### src/rtl/llc_pkg.sv
package llc_pkg;
   localparam int unsigned LLC_WORD_W  = 32;
   localparam int unsigned LLC_WORDS   = 7;
   localparam int unsigned LLC_IDX_W   = 3;
   localparam int unsigned LLC_LINK_IX = 2;
   localparam int unsigned LLC_WB_IX   = 4;

   typedef enum logic [2:0] {
      ST_IDLE,
      ST_FETCH,
      ST_LOAD,
      ST_RUN,
      ST_WBACK
   } llc_state_t;
endpackage

### src/rtl/llc_ptr_decode.sv
module llc_ptr_decode #(
   parameter int unsigned ADDR_W = 32,
   parameter int unsigned MS_W   = 2
) (
   input  logic [ADDR_W-1:0] ptr,
   output logic [ADDR_W-1:0] base,
   output logic [MS_W-1:0]   master
);
   assign base   = {ptr[ADDR_W-1:MS_W], {MS_W{1'b0}}};
   assign master = ptr[MS_W-1:0];
endmodule

### src/rtl/llc_desc_regs.sv
module llc_desc_regs
   import llc_pkg::*;
(
   input  logic                  clk,
   input  logic                  rst_n,
   input  logic                  cap_en,
   input  logic [LLC_IDX_W-1:0]  cap_idx,
   input  logic [LLC_WORD_W-1:0] cap_data,
   output logic [LLC_WORD_W-1:0] words [LLC_WORDS]
);
   for (genvar g = 0; g < LLC_WORDS; g++) begin : g_word
      always_ff @(posedge clk or negedge rst_n) begin
         if (!rst_n) begin
            words[g] <= '0;
         end else if (cap_en && (cap_idx == LLC_IDX_W'(g))) begin
            words[g] <= cap_data;
         end
      end
   end
endmodule

### src/rtl/llc_sequencer.sv
module llc_sequencer
   import llc_pkg::*;
#(
   parameter int unsigned ADDR_W   = 32,
   parameter int unsigned MS_W     = 2,
   parameter int unsigned DONE_BIT = 12
) (
   input  logic                  clk,
   input  logic                  rst_n,
   input  logic                  start,
   input  logic [ADDR_W-1:0]     start_base,
   input  logic [MS_W-1:0]       start_master,
   input  logic [ADDR_W-1:0]     link_base,
   input  logic [MS_W-1:0]       link_master,
   input  logic                  chain_en,
   input  logic                  mem_rsp_valid,
   input  logic                  blk_done,
   input  logic [LLC_WORD_W-1:0] blk_status,
   output logic                  mem_req,
   output logic                  mem_we,
   output logic [ADDR_W-1:0]     mem_addr,
   output logic [MS_W-1:0]       mem_master,
   output logic [LLC_WORD_W-1:0] mem_wdata,
   output logic                  cap_en,
   output logic [LLC_IDX_W-1:0]  cap_idx,
   output logic                  blk_load,
   output logic                  busy,
   output logic                  chain_done
);
   localparam logic [LLC_WORD_W-1:0] DONE_MASK = LLC_WORD_W'(1) << DONE_BIT;
   localparam logic [LLC_IDX_W-1:0]  LAST_IX   = LLC_IDX_W'(LLC_WORDS - 1);
   localparam logic [LLC_IDX_W-1:0]  WB_IX     = LLC_IDX_W'(LLC_WB_IX);

   llc_state_t                state_q;
   logic [ADDR_W-1:0]         base_q;
   logic [MS_W-1:0]           master_q;
   logic [LLC_IDX_W-1:0]      idx_q;
   logic [LLC_WORD_W-1:0]     wb_q;
   logic                      done_q;
   logic [LLC_IDX_W-1:0]      off_idx;
   logic                      follow;

   assign follow  = chain_en && (link_base != '0);
   assign off_idx = (state_q == ST_WBACK) ? WB_IX : idx_q;

   assign mem_req    = (state_q == ST_FETCH) || (state_q == ST_WBACK);
   assign mem_we     = (state_q == ST_WBACK);
   assign mem_addr   = base_q + ADDR_W'({off_idx, 2'b00});
   assign mem_master = master_q;
   assign mem_wdata  = wb_q;
   assign cap_en     = (state_q == ST_FETCH) && mem_rsp_valid;
   assign cap_idx    = idx_q;
   assign blk_load   = (state_q == ST_LOAD);
   assign busy       = (state_q != ST_IDLE);
   assign chain_done = done_q;

   always_ff @(posedge clk or negedge rst_n) begin
      if (!rst_n) begin
         state_q  <= ST_IDLE;
         base_q   <= '0;
         master_q <= '0;
         idx_q    <= '0;
         wb_q     <= '0;
         done_q   <= 1'b0;
      end else begin
         done_q <= 1'b0;
         unique case (state_q)
            ST_IDLE: begin
               if (start) begin
                  base_q   <= start_base;
                  master_q <= start_master;
                  idx_q    <= '0;
                  state_q  <= ST_FETCH;
               end
            end
            ST_FETCH: begin
               if (mem_rsp_valid) begin
                  if (idx_q == LAST_IX) begin
                     state_q <= ST_LOAD;
                  end else begin
                     idx_q <= idx_q + 1'b1;
                  end
               end
            end
            ST_LOAD: begin
               state_q <= ST_RUN;
            end
            ST_RUN: begin
               if (blk_done) begin
                  wb_q    <= blk_status | DONE_MASK;
                  state_q <= ST_WBACK;
               end
            end
            ST_WBACK: begin
               if (mem_rsp_valid) begin
                  if (follow) begin
                     base_q   <= link_base;
                     master_q <= link_master;
                     idx_q    <= '0;
                     state_q  <= ST_FETCH;
                  end else begin
                     done_q  <= 1'b1;
                     state_q <= ST_IDLE;
                  end
               end
            end
            default: state_q <= ST_IDLE;
         endcase
      end
   end
endmodule

### src/rtl/llchain_loader.sv
module llchain_loader
   import llc_pkg::*;
#(
   parameter int unsigned ADDR_W        = 32,
   parameter int unsigned MS_W          = 2,
   parameter int unsigned DONE_BIT      = 12,
   parameter int unsigned SRC_CHAIN_BIT = 28,
   parameter int unsigned DST_CHAIN_BIT = 27
) (
   input  logic                  clk,
   input  logic                  rst_n,
   input  logic                  start,
   input  logic [ADDR_W-1:0]     start_ptr,
   output logic                  busy,
   output logic                  chain_done,
   output logic                  mem_req,
   output logic                  mem_we,
   output logic [ADDR_W-1:0]     mem_addr,
   output logic [MS_W-1:0]       mem_master,
   output logic [LLC_WORD_W-1:0] mem_wdata,
   input  logic [LLC_WORD_W-1:0] mem_rdata,
   input  logic                  mem_rsp_valid,
   output logic                  blk_load,
   output logic [LLC_WORD_W-1:0] blk_src_addr,
   output logic [LLC_WORD_W-1:0] blk_dst_addr,
   output logic [LLC_WORD_W-1:0] blk_ctl_lo,
   output logic [LLC_WORD_W-1:0] blk_ctl_hi,
   output logic [LLC_WORD_W-1:0] blk_src_stat,
   output logic [LLC_WORD_W-1:0] blk_dst_stat,
   input  logic                  blk_done,
   input  logic [LLC_WORD_W-1:0] blk_status
);
   if (ADDR_W != LLC_WORD_W) begin : g_bad_addr
      $error("llchain_loader: ADDR_W must equal the descriptor word width");
   end
   if (MS_W != 2) begin : g_bad_ms
      $error("llchain_loader: master select field is two bits wide");
   end
   if (DONE_BIT >= LLC_WORD_W || SRC_CHAIN_BIT >= LLC_WORD_W || DST_CHAIN_BIT >= LLC_WORD_W) begin : g_bad_bit
      $error("llchain_loader: bit positions must lie inside a word");
   end
   if (SRC_CHAIN_BIT == DST_CHAIN_BIT) begin : g_same_bit
      $error("llchain_loader: chaining enables need distinct bits");
   end

   logic [LLC_WORD_W-1:0] words [LLC_WORDS];
   logic                  cap_en;
   logic [LLC_IDX_W-1:0]  cap_idx;
   logic [ADDR_W-1:0]     start_base;
   logic [MS_W-1:0]       start_master;
   logic [ADDR_W-1:0]     link_base;
   logic [MS_W-1:0]       link_master;
   logic                  chain_en;

   llc_desc_regs u_regs (
      .clk      (clk),
      .rst_n    (rst_n),
      .cap_en   (cap_en),
      .cap_idx  (cap_idx),
      .cap_data (mem_rdata),
      .words    (words)
   );

   llc_ptr_decode #(.ADDR_W(ADDR_W), .MS_W(MS_W)) u_start_dec (
      .ptr    (start_ptr),
      .base   (start_base),
      .master (start_master)
   );

   llc_ptr_decode #(.ADDR_W(ADDR_W), .MS_W(MS_W)) u_link_dec (
      .ptr    (words[LLC_LINK_IX]),
      .base   (link_base),
      .master (link_master)
   );

   assign chain_en = words[3][SRC_CHAIN_BIT] | words[3][DST_CHAIN_BIT];

   llc_sequencer #(.ADDR_W(ADDR_W), .MS_W(MS_W), .DONE_BIT(DONE_BIT)) u_seq (
      .clk          (clk),
      .rst_n        (rst_n),
      .start        (start),
      .start_base   (start_base),
      .start_master (start_master),
      .link_base    (link_base),
      .link_master  (link_master),
      .chain_en     (chain_en),
      .mem_rsp_valid(mem_rsp_valid),
      .blk_done     (blk_done),
      .blk_status   (blk_status),
      .mem_req      (mem_req),
      .mem_we       (mem_we),
      .mem_addr     (mem_addr),
      .mem_master   (mem_master),
      .mem_wdata    (mem_wdata),
      .cap_en       (cap_en),
      .cap_idx      (cap_idx),
      .blk_load     (blk_load),
      .busy         (busy),
      .chain_done   (chain_done)
   );

   assign blk_src_addr = words[0];
   assign blk_dst_addr = words[1];
   assign blk_ctl_lo   = words[3];
   assign blk_ctl_hi   = words[4];
   assign blk_src_stat = words[5];
   assign blk_dst_stat = words[6];
endmodule

### config.mk
export PLATFORM = sky130hd
export DESIGN_NAME = llchain_loader
export DESIGN_NICKNAME = d
export VERILOG_FILES = /design/src/rtl/llc_pkg.sv /design/src/rtl/llc_ptr_decode.sv /design/src/rtl/llc_desc_regs.sv /design/src/rtl/llc_sequencer.sv /design/src/rtl/llchain_loader.sv
export SDC_FILE = /design/constraint.sdc
export NUM_CORES = 1
export LEC_CHECK = 0
export CAP_MARGIN = 0
export CORE_UTILIZATION = 57
export CTS_CLUSTER_SIZE = 28
export DETAILED_ROUTE_END_ITERATION = 7
export DONT_BUFFER_PORTS = 1
export GPL_TIMING_DRIVEN = 0
export HOLD_SLACK_MARGIN = 0.08
export PLACE_DENSITY = 0.75
export SKIP_LAST_GASP = 1
export SYNTH_ARGS = -nofsm -noshare
export SYNTH_HDL_FRONTEND = slang
export SYNTH_HIERARCHICAL = 1
export SYNTH_SLANG_ARGS = --single-unit
export TNS_END_PERCENT = 30
### constraint.sdc
create_clock -name clk -period 3.1 [get_ports clk]
set_input_delay 0.62 -clock clk [delete_from_list [all_inputs] [get_ports clk]]
set_output_delay 0.62 -clock clk [all_outputs]
set_load 0.005 [all_outputs]
* Word-level counts from Yosys, hierarchy flattened *
Cells that the tools add are included.
W data, S select, Z words.

word-level totals
  register bits = 297
  latch bits = 0
  RAM bits = 0
  memory bits (read-only) = 0
  input bits = 101
  output and inout port bits = 263
  word-level logic and storage cells = 78
  memories = 0

cells by class
  $add $sub $neg = 2
  $mul = 0
  divide/modulo/power cells = 0
  magnitude comparators = 0
  eq/ne operators = 17
  shifts and indexed selects = 0
  multiplexer cells = 25
  bitwise gates (word level) = 1
  reduce and logical (&&, ||, !) cells = 20

operators with widths
  operator               number
  $mux W32               3
  $pmux W32 S2           1
  $mux W3                11
  $add A32 B5 Y32        1
  $reduce_bool A32 Y1    1
  $pmux W3 S5            1
  $eq A3 B2 Y1 const B   4
  $eq A3 B3 Y1 const B   4
  $ne A2 B2 Y1 const B   5
  $logic_and A1 B1 Y1    9
  $pmux W3 S3            1
  $eq A3 B1 Y1 const B   2
  $logic_not A3 Y1       2
  $mux W2                3
  $reduce_and A6 Y1      1
  $reduce_bool A3 Y1     2
  $reduce_and A5 Y1      1
  $mux W1                4
  $ne A2 B1 Y1 const B   2
  $pmux W2 S2            1
  $reduce_and A4 Y1      1
  $add A3 B1 Y3 const B  1
  $reduce_and A2 Y1      1
  $reduce_bool A2 Y1     1
  other kinds (2)        2

* Logic depth before layout (Yosys ltp) *
Gate-level depths: netlist of run 1.

  depth in word-level cells = 5
  mapped depth = 15
  mapped depth without buffers = 12

* Hierarchy *
The synthesis of run 1 kept the hierarchy.

modules (own cells, without submodules)
  module          instances  cells each  area each (um^2)  sequential area each (um^2)
  llc_desc_regs   1          483         8,378.0           5,605.4
  llc_sequencer   1          380         4,100.2           1,826.8
  llc_ptr_decode  2          35          259.0             0.0
  llchain_loader  1          1           6.3               0.0

* Worst setup path after synthesis of run 1 *
OpenSTA, ideal clock, no wires.

  path type = register -> output
  start = register u_seq.state_q[0]
  end = output port mem_addr[20]
  arrival = 2.752 ns
  data required time = 2.480 ns
  setup slack = -0.272 ns
  cell stages (with the launch flop) = 14
  path buffers = 4
  path through = dfrtp_1 > buf_2 > nor2_1 > nand2_1 > buf_2 > buf_1 > nand2_1 > fa_1 > nor2b_1 > o211a_1 > and2_1 > clkbuf_1 > nand4_1 > xnor2_1

between the ends
  longest elaborated chain between the ends = 3

RTL lines
  element                   line                  RTL
  start: declaration        llc_sequencer.sv:34   llc_state_t state_q;
  start signal: assignment  llc_sequencer.sv:59   state_q <= ST_IDLE;
  start signal: assignment  llc_sequencer.sv:73   state_q <= ST_FETCH;
  start signal: assignment  llc_sequencer.sv:79   state_q <= ST_LOAD;
  $eq A3 B3 Y1              llc_sequencer.sv:44   assign off_idx = (state_q == ST_WBACK) ? WB_IX : idx_q;
  $mux W3                   llc_sequencer.sv:44
  $add A32 B5 Y32           llc_sequencer.sv:48   assign mem_addr = base_q + ADDR_W'({off_idx, 2'b00});
  end: declaration          llchain_loader.sv:18  output logic [ADDR_W-1:0] mem_addr,

No other way between the ends.

* Worst setup path in the final report of run 1 *
  start = register u_seq.state_q[1]
  end = output port mem_addr[20]

between the ends
  longest elaborated chain between the ends = 3

RTL lines
  element          line                  RTL
  $eq A3 B3 Y1     -
  via mem_we       llchain_loader.sv:17  output logic mem_we,
  $mux W3          llc_sequencer.sv:44
  $add A32 B5 Y32  llc_sequencer.sv:48

The timed path passes the listed nets, and every way through them passes these cells.

==> metrics.txt, run 1 <==
relative slew slack 0.528; Hold Path Class input port to async pin; Flop pwr share 0.473; flops & latches, synth 297; initial antenna violation count 1; Initial Utilization 0.589; final setup fails 28; Critical Path Fanout Max 7; first-pass GRT wire length 46,600 um; Largest delay share family, worst path simple AND/OR/NAND/NOR gates; crit path cell chain buf_6 -> nor2_4 -> nand2_2 -> buf_6 -> clkinvlp_4 -> nor2_4 -> ha_4 -> inv_2 -> fa_2 -> nor2b_4 -> o211a_1 -> and2_4 -> nand4_1 -> xnor2_2; Final #Nets 1,105; PortBufs 0; critical path buffer and inverter count 4; Lkg Pwr 6.97 nW; failing checks negative hold slack, negative setup slack; Worst EP required 2480 ps; syn avg cell area 13.9 um2; Max clock buf depth 3; clock root buffer clkbuf_16; number of max-cap violations 0; total gr overflow 0; core area 22,100 um2; top_reg_cell synth dfrtp_1; CP max stage delay 370 ps; Die Y 153 um; Post-synth EDFFs 0; Tot GR Track Use 0.258; P per Cell Area 1040 nW/um2; Die Wd 153 um; clock sinks 297; clock slew seen by the registers of the worst setup and hold paths 60 ps; worst slew pin tran 708 ps; most common cell after layout, fill and taps aside dfrtp_1; Comb power frac 0.285; Fmax 0.279 GHz; P_int 10.6 mW; Switching Fraction 0.315; startpoint type of the worst setup path register; RSZ-0062 raised after global routing true; via count 7,519; Layout area overhead 14.3%; IO Pins 364; CP max-delay cell fa_2; routability congestion estimate 0.850; residual DRC count 0; WL per Instance 23.2 um; Slew Limit Fails 0; status finished, violations left; DIE AREA 23,400 um2; Setup WS post-layout -486 ps; clock power share 0.241; VDD IR-drop max 0.000673 V; Final Hold Fails 297; Core Util, Final 0.673; post-route ant nets 0; Post-Synthesis Cell Area 13,000 um2; crit end category primary output; worst hold slack -240 ps; CTS tree done; Inserted Diodes 0; ys async rst share 1.00; Setup CP Type register to primary output; Post-Route WL 30,200 um; htree depth 1; switching power of the nets 4.88 mW; initial drt markers 367; sequential fraction of the synthesis area 0.572; share of cells above drive strength 1 0.457; post-synth cell types 47; min cycle time layout 3590 ps; vias in the first global route 7,941; Final HPWL DP 20,700 um; largest net degree at the start of global routing 298; most frequent cells in the layout dfrtp_1 (296), mux2_2 (216), buf_4 (114); Period Utilization, post-route 1.16; worst skew pair latency 560 ps; drt first pass iters 4; Gate Count Post-Synth 934; Syn. warnings 6; Clock Skews 22.4 ps; Non-Filler Instances 1,301; Placed Cells incl. Taps 1,216; total CTS buffers 30; worst endpoint data arrival time 2970 ps; vias per inst 5.78; row count 54
[logic make-up (layout without fill, tap and decap cells)]
logic type	after synthesis	count (layout)	synth area share
DFF	297	297	0.572
adders and majority gates	6	6	0.00635
and+or+nand+nor	125	125	0.0547
xor gates and xnor gates	28	28	0.0189
AOI/OAI and AO/OA	58	58	0.0344
muxes	290	290	0.248
other	2	4	0.000578
buffers and inverters	128	213	0.0658
[metal layers]
layer  routed length (um)  share of wire  vias up  GRT usage
met5                   17        0.00056        -          0
met4                  756          0.025        2     0.0731
met3                 2550          0.084       46     0.0794
met2                14700           0.49      295      0.426
met1                12200           0.40     3817      0.329
li1                     -              -     3359          -
[stage by stage]
stage	power, mW	setup WS, ps	area, um2	TNS [ps]	hold WS, ps
global route	16.3	-612	14900	-14120	-275
detailed placement	11.5	-634	13400	-9750	328
finish	15.5	-486	14900	-10920	-240
floorplan	10.3	31.8	13000	0	324
global placement	11.3	-608	13400	-9070	329
CTS	15.5	-711	14800	-20050	-272
[timing repair]
action                                  4_1_cts  5_1_grt
endpoints found under the setup margin       29       39
hold endpoints to repair                    297      297
setup buffers                                37        2
gates resized for setup                      37       12
pin swaps                                    12        9
[power by group through the flow]
stage	Sequential [mW]	Combinational (mW)	Clock (mW)
floorplan	6.84	3.49	0
global placement	7.31	4.02	0
detailed placement	7.36	4.18	0
CTS	7.34	4.36	3.83
global route	7.57	4.79	3.96
finish	7.33	4.42	3.74
[flip-flops by register name, summed over array words and instances (netlist names)]
signal            count
u_seq/cap_idx         3
u_seq/mem_wdata      32
u_seq/chain_done      1
u_regs/words        224
u_seq/mem_master      2
u_seq/state_q         3
u_seq/base_q         32
[synthesized netlist by cell type (6+ instances only)]
library cell    n  share of area
nor2_1         11         0.0032
buf_6           6         0.0052
mux2i_1        35          0.027
nand3_1        45          0.017
buf_4          82          0.047
dfrtp_1       297           0.57
and3_1          6         0.0029
nor4_1          8         0.0038
xnor2_1        23          0.015
buf_2          18         0.0069
mux2_2        216           0.19
clkbuf_1       14         0.0040
o21ai_2        30          0.020
nand4_1         9         0.0043
a21oi_1         6         0.0023
inv_1           7         0.0020
mux2_1         39          0.034
nand2_1        18         0.0052
[worst paths after layout]
| check | end | slack (ps) | from | depth (start not counted) |
|---|---|---|---|---|
| setup / recovery | mem_addr[20] | -490 | u_seq/state_q[1]$_DFFE_PN0P_ | 14 |
| hold / removal | u_regs/words[41]$_DFFE_PN0P_ | -240 | rst_n | 0 |
| setup reg to reg | u_seq/base_q[24]$_DFFE_PN0P_ | 170 | u_seq/state_q[1]$_DFFE_PN0P_ | 20 |
| hold reg to reg | u_regs/words[128]$_DFFE_PN0P_ | 510 | u_regs/words[128]$_DFFE_PN0P_ | 1 |
| max in group asynchronous | u_seq/base_q[19]$_DFFE_PN0P_ | 2970 | rst_n | 0 |
| min in group clk | u_seq/state_q[2]$_DFFE_PN0P_ | 180 | mem_rsp_valid | 1 |
[final cells by class]
type                       instances  area, um2
buffer                           117        843
clock buffer                      45        877
clock inverter                    10        166
fill                            1569       7230
inverter                           7       30.0
multi-input combinational        511       4900
sequential                       297       7430
tap                              280        350
timing repair buffer              34        263
No activity file was read; power rests on OpenSTA's default activity.
==> run 2, diff against run 1 <==
- RECOVER_POWER: not set -> 50
- SETUP_SLACK_MARGIN: not set -> 0.15
==> run 2 against run 1 <==
Net effect:
- the run still ends with negative hold slack, negative setup slack left
- die area unchanged
- critical path depth unchanged
- clock power about the same
- register-to-register slack improved by 180 ps
- hold slack improved by 3.4 ps
- final cell count decreased by 0.85%
- sequential share of layout area increased by 0.080 points
- fmax increased by 0.18%
- clock skew decreased by 10 ps
- core utilization decreased by 0.12 points
- total power about the same
- routed wire length about the same
- critical endpoint unchanged
==> metrics.txt, run 2 (synthesis gave the netlist of run 1 again) <==
first-pass GRT wire length 46,500 um (-0.42%); CP max stage delay 370 ps (about the same); worst skew pair latency 550 ps (about the same); IO Pins 364 (unchanged); crit path cell chain clkbuf_8 -> nand2_4 -> buf_8 -> inv_8 -> nor2_4 -> ha_4 -> inv_2 -> fa_2 -> nor2b_2 -> o211a_1 -> and2_4 -> buf_8 -> nand4_1 -> xnor2_2; RSZ-0062 raised after global routing true; initial antenna violation count 2 (+1); Final Hold Fails 297 (unchanged); Lkg Pwr 6.94 nW (-0.38%); Setup CP Type register to primary output; Critical Path Fanout Max 7 (unchanged); worst-case reg-to-reg path depth 10 (-50%); Initial Utilization 0.589 (unchanged); failing checks negative hold slack, negative setup slack; Tot GR Track Use 0.258 (-0.000409); PortBufs 0 (unchanged); via count 7,518 (-0.013%); Core Util, Final 0.671 (-0.00119); htree depth 1 (unchanged); Slew Limit Fails 0 (unchanged); Multi-input gate area 4930 um2 (+0.77%); Worst Setup SP u_seq/state_q[2]$_DFFE_PN0P_; largest net degree at the start of global routing 298 (unchanged); Clock Skews 12.3 ps (-10.1 ps); FF-to-FF Start u_seq/state_q[0]$_DFFE_PN0P_; min cycle time layout 3580 ps (-6.34 ps); Final #Nets 1,092 (-1.2%); CP most frequent cell buf_8; VDD IR-drop max 0.000650 V (-3.5%); Fmax 0.279 GHz (+0.18%); Worst EP required 2480 ps (about the same); Biggest register u_regs/words; worst slew pin tran 956 ps (+247 ps); routability congestion estimate 0.884 (+4.0%); Placement Setup Slack -360 ps (+274 ps); drt first pass iters 4 (unchanged); Reg2Reg Capture Point u_regs/words[77]$_DFFE_PN0P_; final setup fails 25 (-11%); initial drt markers 362 (-1.4%); filler instances 1,603 (+2.2%); total CTS buffers 30 (unchanged); status finished, violations left; Die Wd 153 um (unchanged); P per Cell Area 1040 nW/um2 (+0.19%); number of max-cap violations 0 (unchanged); most frequent cells in the layout dfrtp_1 (297), mux2_2 (216), buf_4 (96); total chip power 15.5 mW (about the same); most common cell after layout, fill and taps aside dfrtp_1; Placed Cells incl. Taps 1,216 (unchanged); Layout area overhead 14.1%; register area 7430 um2 (about the same); Non-Filler Instances 1,290 (-0.85%); clock sinks 297 (unchanged); FF-to-FF setup slack 350 ps (+180 ps); worst hold slack -236 ps (+3.39 ps); core area 22,100 um2 (unchanged); Setup WS post-layout -480 ps (+6.34 ps); DIE AREA 23,400 um2 (unchanged); dpl cell area 13,400 um2 (+0.14%); Die Y 153 um (unchanged); worst endpoint data arrival time 2960 ps (about the same); row count 54 (unchanged); startpoint type of the worst setup path register; post-route ant nets 0 (unchanged); Period Utilization, post-route 1.15 (-0.00205); Largest register FFs 224 (unchanged); Post-Route WL 30,200 um (about the same); Max clock buf depth 3 (unchanged); Final Instance Area 14,800 um2 (-0.18%); share of cells above drive strength 1 0.452 (-0.00501); CP max-delay cell dfrtp_1; clock root buffer clkbuf_16; clock slew seen by the registers of the worst setup and hold paths 60 ps (about the same); CTS tree done; Final HPWL DP 21,000 um (+1.3%); WL per Instance 23.4 um (+0.78%); crit end category primary output; total gr overflow 0 (unchanged); vias in the first global route 7,774 (-2.1%); Hold Path Class input port to async pin; residual DRC count 0 (unchanged); relative slew slack 0.363 (-0.165); vias per inst 5.83 (+0.84%)
==> run 2: changes by cell type in the layout (fill, tap and decap cells not counted), sizes merged <==
cell,delta
clkinv,+1
buf,-17
inv,+2
diode,+2
clkbuf,+3
bufinv,-1
clkinvlp,-1
==> run 2: layout make-up <==
| type | instances | share of cell area |
|---|---|---|
| clock inverters | 11 | 0.0101 |
| well taps | 280 | 0.0236 |
| repair buffers | 17 | 0.00886 |
| multi-input cells | 511 | 0.333 |
| inverters | 7 | 0.00228 |
| flip-flops and latches | 297 | 0.501 |
| clock buffers | 44 | 0.0609 |
| diodes | 2 | 0.000337 |
| plain buffers | 121 | 0.0602 |
==> run 2: stage by stage <==
| step | setup TNS, ps | hold slack (ps) |
|---|---|---|
| 4_1_cts | -8340 | -263 |
| 3_3_place_gp | -3500 | 329 |
| 3_5_place_dp | -3840 | 328 |
| 6_report | -7660 | -236 |
| 5_1_grt | -10760 | -257 |
| 2_1_floorplan | 0 | 324 |
==> run 2: metal layers <==
layer / share of wire / global-route usage
met1: 0.40 / 0.329
met2: 0.48 / 0.424
met3: 0.086 / 0.0780
met4: 0.028 / 0.0774
met5: 0 / 0
==> run 2: how the worst max path moves through the flow <==
| stage | end | slack, ps |
|---|---|---|
| 6_report | mem_addr[20] | -480 |
| 3_3_place_gp | mem_addr[30] | -320 |
| 3_5_place_dp | mem_addr[20] | -360 |
| 2_1_floorplan | mem_addr[29] | 140 |
| 4_1_cts | mem_addr[20] | -440 |
| 5_1_grt | mem_addr[20] | -590 |
==> run 2: critical path: cells and delay by family, from the launching register on <==
family	cells	cell delay (ps)
AOI/OAI and AO/OA	1	190
xor gates and xnor gates	1	260
adders and majority gates	2	490
buffers and inverters	5	480
DFF	1	370
and+or+nand+nor	5	630
==> run 2: timing repair <==
item | in CTS | in global routing
pin swaps | 11 | 13
endpoints found under the setup margin | 29 | 28
setup buffers | 12 | 5
gates resized for setup | 36 | 17
endpoints found under the hold margin | 297 | 297
==> run 2: power by group <==
group          internal, mW  switching, mW
clock                  2.27           1.48
sequential             5.76           1.61
combinational          2.53           1.85
total                  10.6           4.93
==> run 3, diff against run 2 <==
- CELL_PAD_IN_SITES_DETAIL_PLACEMENT: not set -> 1
- CELL_PAD_IN_SITES_GLOBAL_PLACEMENT: not set -> 1
- CORE_UTILIZATION: 57 -> 35
- HOLD_SLACK_MARGIN: 0.08 -> 0.03
- PLACE_DENSITY: 0.75 -> not set
- PLACE_DENSITY_LB_ADDON: not set -> 0.1
==> run 3 against run 2 <==
Net effect:
- the run still ends with negative hold slack, negative setup slack left
- core utilization decreased by 26 points
- via count decreased by 0.57%
- critical path type unchanged
- fmax increased by 3.8%
- count of clock-buffer cells in the layout increased by 8
- clock skew increased by 13 ps
- sequential power increased by 1%
- critical endpoint unchanged
- non-clock buffer count decreased by 1
- highest routed layer unchanged
- setup slack improved by 130 ps
- sequential share of layout area decreased by 0.55 points
- routed wire length increased by 16%
- largest power group unchanged
==> metrics.txt, run 3 (synthesis gave the netlist of run 1 again) <==
status finished, violations left; failing checks negative hold slack, negative setup slack; P_int 10.6 mW (about the same); crit end category primary output; Fin Setup TNS -6470 ps (+1200 ps); Slew Limit Fails 0 (unchanged); Flop pwr share 0.475 (about the same); Clock Skews 25.6 ps (+13.3 ps); PortBufs 0 (unchanged); clock sinks 297 (unchanged); Critical Path Fanout Max 7 (unchanged); RSZ-0062 raised after global routing true; clock power share 0.247 (+0.005); final setup fails 26 (+4.0%); dpl cell area 13,600 um2 (+1.8%); Setup CP Type register to primary output; share of cells above drive strength 1 0.443 (-0.00926); total gr overflow 0 (unchanged); Largest register FFs 224 (unchanged); Final Instance Area 15,000 um2 (+1.1%); Placement Setup Slack -334 ps (+25.8 ps); core area 36,600 um2 (+66%); Biggest register u_regs/words; CTS tree done; M1 GR Usage 0.254 (-0.0750); worst endpoint data arrival time 2830 ps (-130 ps); global route hottest layer met2; Post-Route WL 35,000 um (+16%); worst slew pin tran 784 ps (-171 ps); Comb power frac 0.278 (-0.005); Inserted Diodes 0 (-2); worst skew pair latency 540 ps (about the same); Worst Setup SP u_seq/state_q[2]$_DFFE_PN0P_; Lkg Pwr 6.95 nW (+0.14%); most frequent cells in the layout dfrtp_1 (297), mux2_2 (216), buf_4 (98); Initial Utilization 0.355 (-0.233); drt first pass iters 4 (unchanged); Period Utilization, post-route 1.11 (-0.0425); Hold Path Class input port to async pin; via count 7,475 (-0.57%); min cycle time layout 3450 ps (-132 ps); VDD IR-drop max 0.000508 V (-22%); total chip power 15.7 mW (+1.0%); Setup WS post-layout -348 ps (+132 ps); Final #Nets 1,096 (+0.37%); Die Y 195 um (+27%); Die Wd 195 um (+27%); switching power of the nets 5.09 mW (+3.1%); total CTS buffers 35 (+17%); vias in the first global route 8,035 (+3.4%); row count 70 (+30%); clock slew seen by the registers of the worst setup and hold paths 60 ps (about the same); routability congestion estimate 0.745 (-16%); vias per inst 5.05 (-13%); FF-to-FF Start u_regs/words[145]$_DFFE_PN0P_; P per Cell Area 1040 nW/um2 (about the same); global routing usage on met3 0.0621 (-0.0158); worst hold slack -227 ps (+9.61 ps); Final Hold Fails 297 (unchanged); number of max-cap violations 0 (unchanged); largest net degree at the start of global routing 298 (unchanged); relative slew slack 0.477 (+0.114); Fmax 0.290 GHz (+3.8%); Final HPWL DP 24,900 um (+19%); initial drt markers 251 (-31%); WL per Instance 23.7 um (+1.0%); most common cell after layout, fill and taps aside dfrtp_1; IO Pins 364 (unchanged); first-pass GRT wire length 53,900 um (+16%); Tot GR Track Use 0.189 (-0.0689); residual DRC count 0 (unchanged); Worst EP required 2480 ps (about the same); Layout area overhead 15.3%; DIE AREA 37,900 um2 (+62%); Max clock buf depth 3 (unchanged); filler instances 3,725 (+130%); post-route ant nets 0 (unchanged); Switching Fraction 0.325 (+0.00650); htree depth 2 (+1); startpoint type of the worst setup path register; met2 Track Usage GR 0.294 (-0.130); initial antenna violation count 0 (-2); clock root buffer clkbuf_16
-- run 3: changes by cell type in the layout (fill, tap and decap cells not counted), sizes merged --
cell | previous run | this run
clkbuf | 58 | 65
diode | 2 | 0
clkinv | 5 | 4
bufinv | 3 | 0
-- run 3: final timing paths --
kind | slack (ps) | end | cells after the start
max reg2reg | 510 | u_seq/base_q[9]$_DFFE_PN0P_ | 7
min reg2reg | 490 | u_seq/mem_wdata[12]$_DFFE_PN0P_ | 1
min | -230 | u_regs/words[13]$_DFFE_PN0P_ | 0
max in group asynchronous | 2760 | u_regs/words[26]$_DFFE_PN0P_ | 0
min in group clk | 210 | u_regs/words[75]$_DFFE_PN0P_ | 1
max | -350 | mem_addr[20] | 14
-- run 3: power by group through the flow --
stage / clock network [mW] / logic, mW / registers, mW
after global routing: 4.15 / 4.80 / 7.73
final: 3.86 / 4.34 / 7.44
after CTS: 4.00 / 4.36 / 7.50
after global placement: 0 / 4.09 / 7.50
after detailed placement: 0 / 4.22 / 7.52
after floorplan: 0 / 3.50 / 6.84
-- run 3: worst max-delay path, stage by stage, from the launching register on --
cell	delay (ps)
dfrtp_1	380
clkbuf_8	140
nand2_4	60
buf_8	130
inv_8	50
nor2_4	90
ha_4	140
inv_2	30
fa_2	340
nor2b_2	130
o211a_1	200
and2_4	150
buf_8	110
nand4_1	140
xnor2_2	220
-- run 3: per-stage QoR --
| stage | hold WS, ps | util | instances |
|---|---|---|---|
| after detailed placement | 330 | 0.372 | 1404 |
| after floorplan | 324 | - | 936 |
| after CTS | -259 | 0.408 | 1477 |
| after global routing | -259 | 0.410 | 1479 |
| final | -227 | 0.410 | 1479 |
| after global placement | 330 | 0.372 | 1404 |
-- run 3: repair_timing --
item | in CTS | in global routing
buffers inserted | 14 | 2
gates resized for setup | 36 | 6
pin swaps | 11 | 11
endpoints found under the setup margin | 29 | 28
gates cloned | 0 | 0
hold endpoints to repair | 297 | 297
-- run 3: routing by layer --
| metal | vias up | routed length (um) | share of wire |
|---|---|---|---|
| li1 | 3340 | - | - |
| met1 | 3891 | 15300 | 0.44 |
| met2 | 207 | 16500 | 0.47 |
| met3 | 37 | 2660 | 0.076 |
| met4 | 0 | 569 | 0.016 |
| met5 | - | 0 | 0 |
-- run 3: final cells by class --
class	count	area (um2)	area share
inverters	7	33.8	0.00225
clock inverters	7	47.5	0.00317
clock buffers	52	1010	0.0673
well taps	468	586	0.0390
flip-flops and latches	297	7430	0.496
plain buffers	121	893	0.0596
repair buffers	16	120	0.00801
multi-input cells	511	4880	0.325
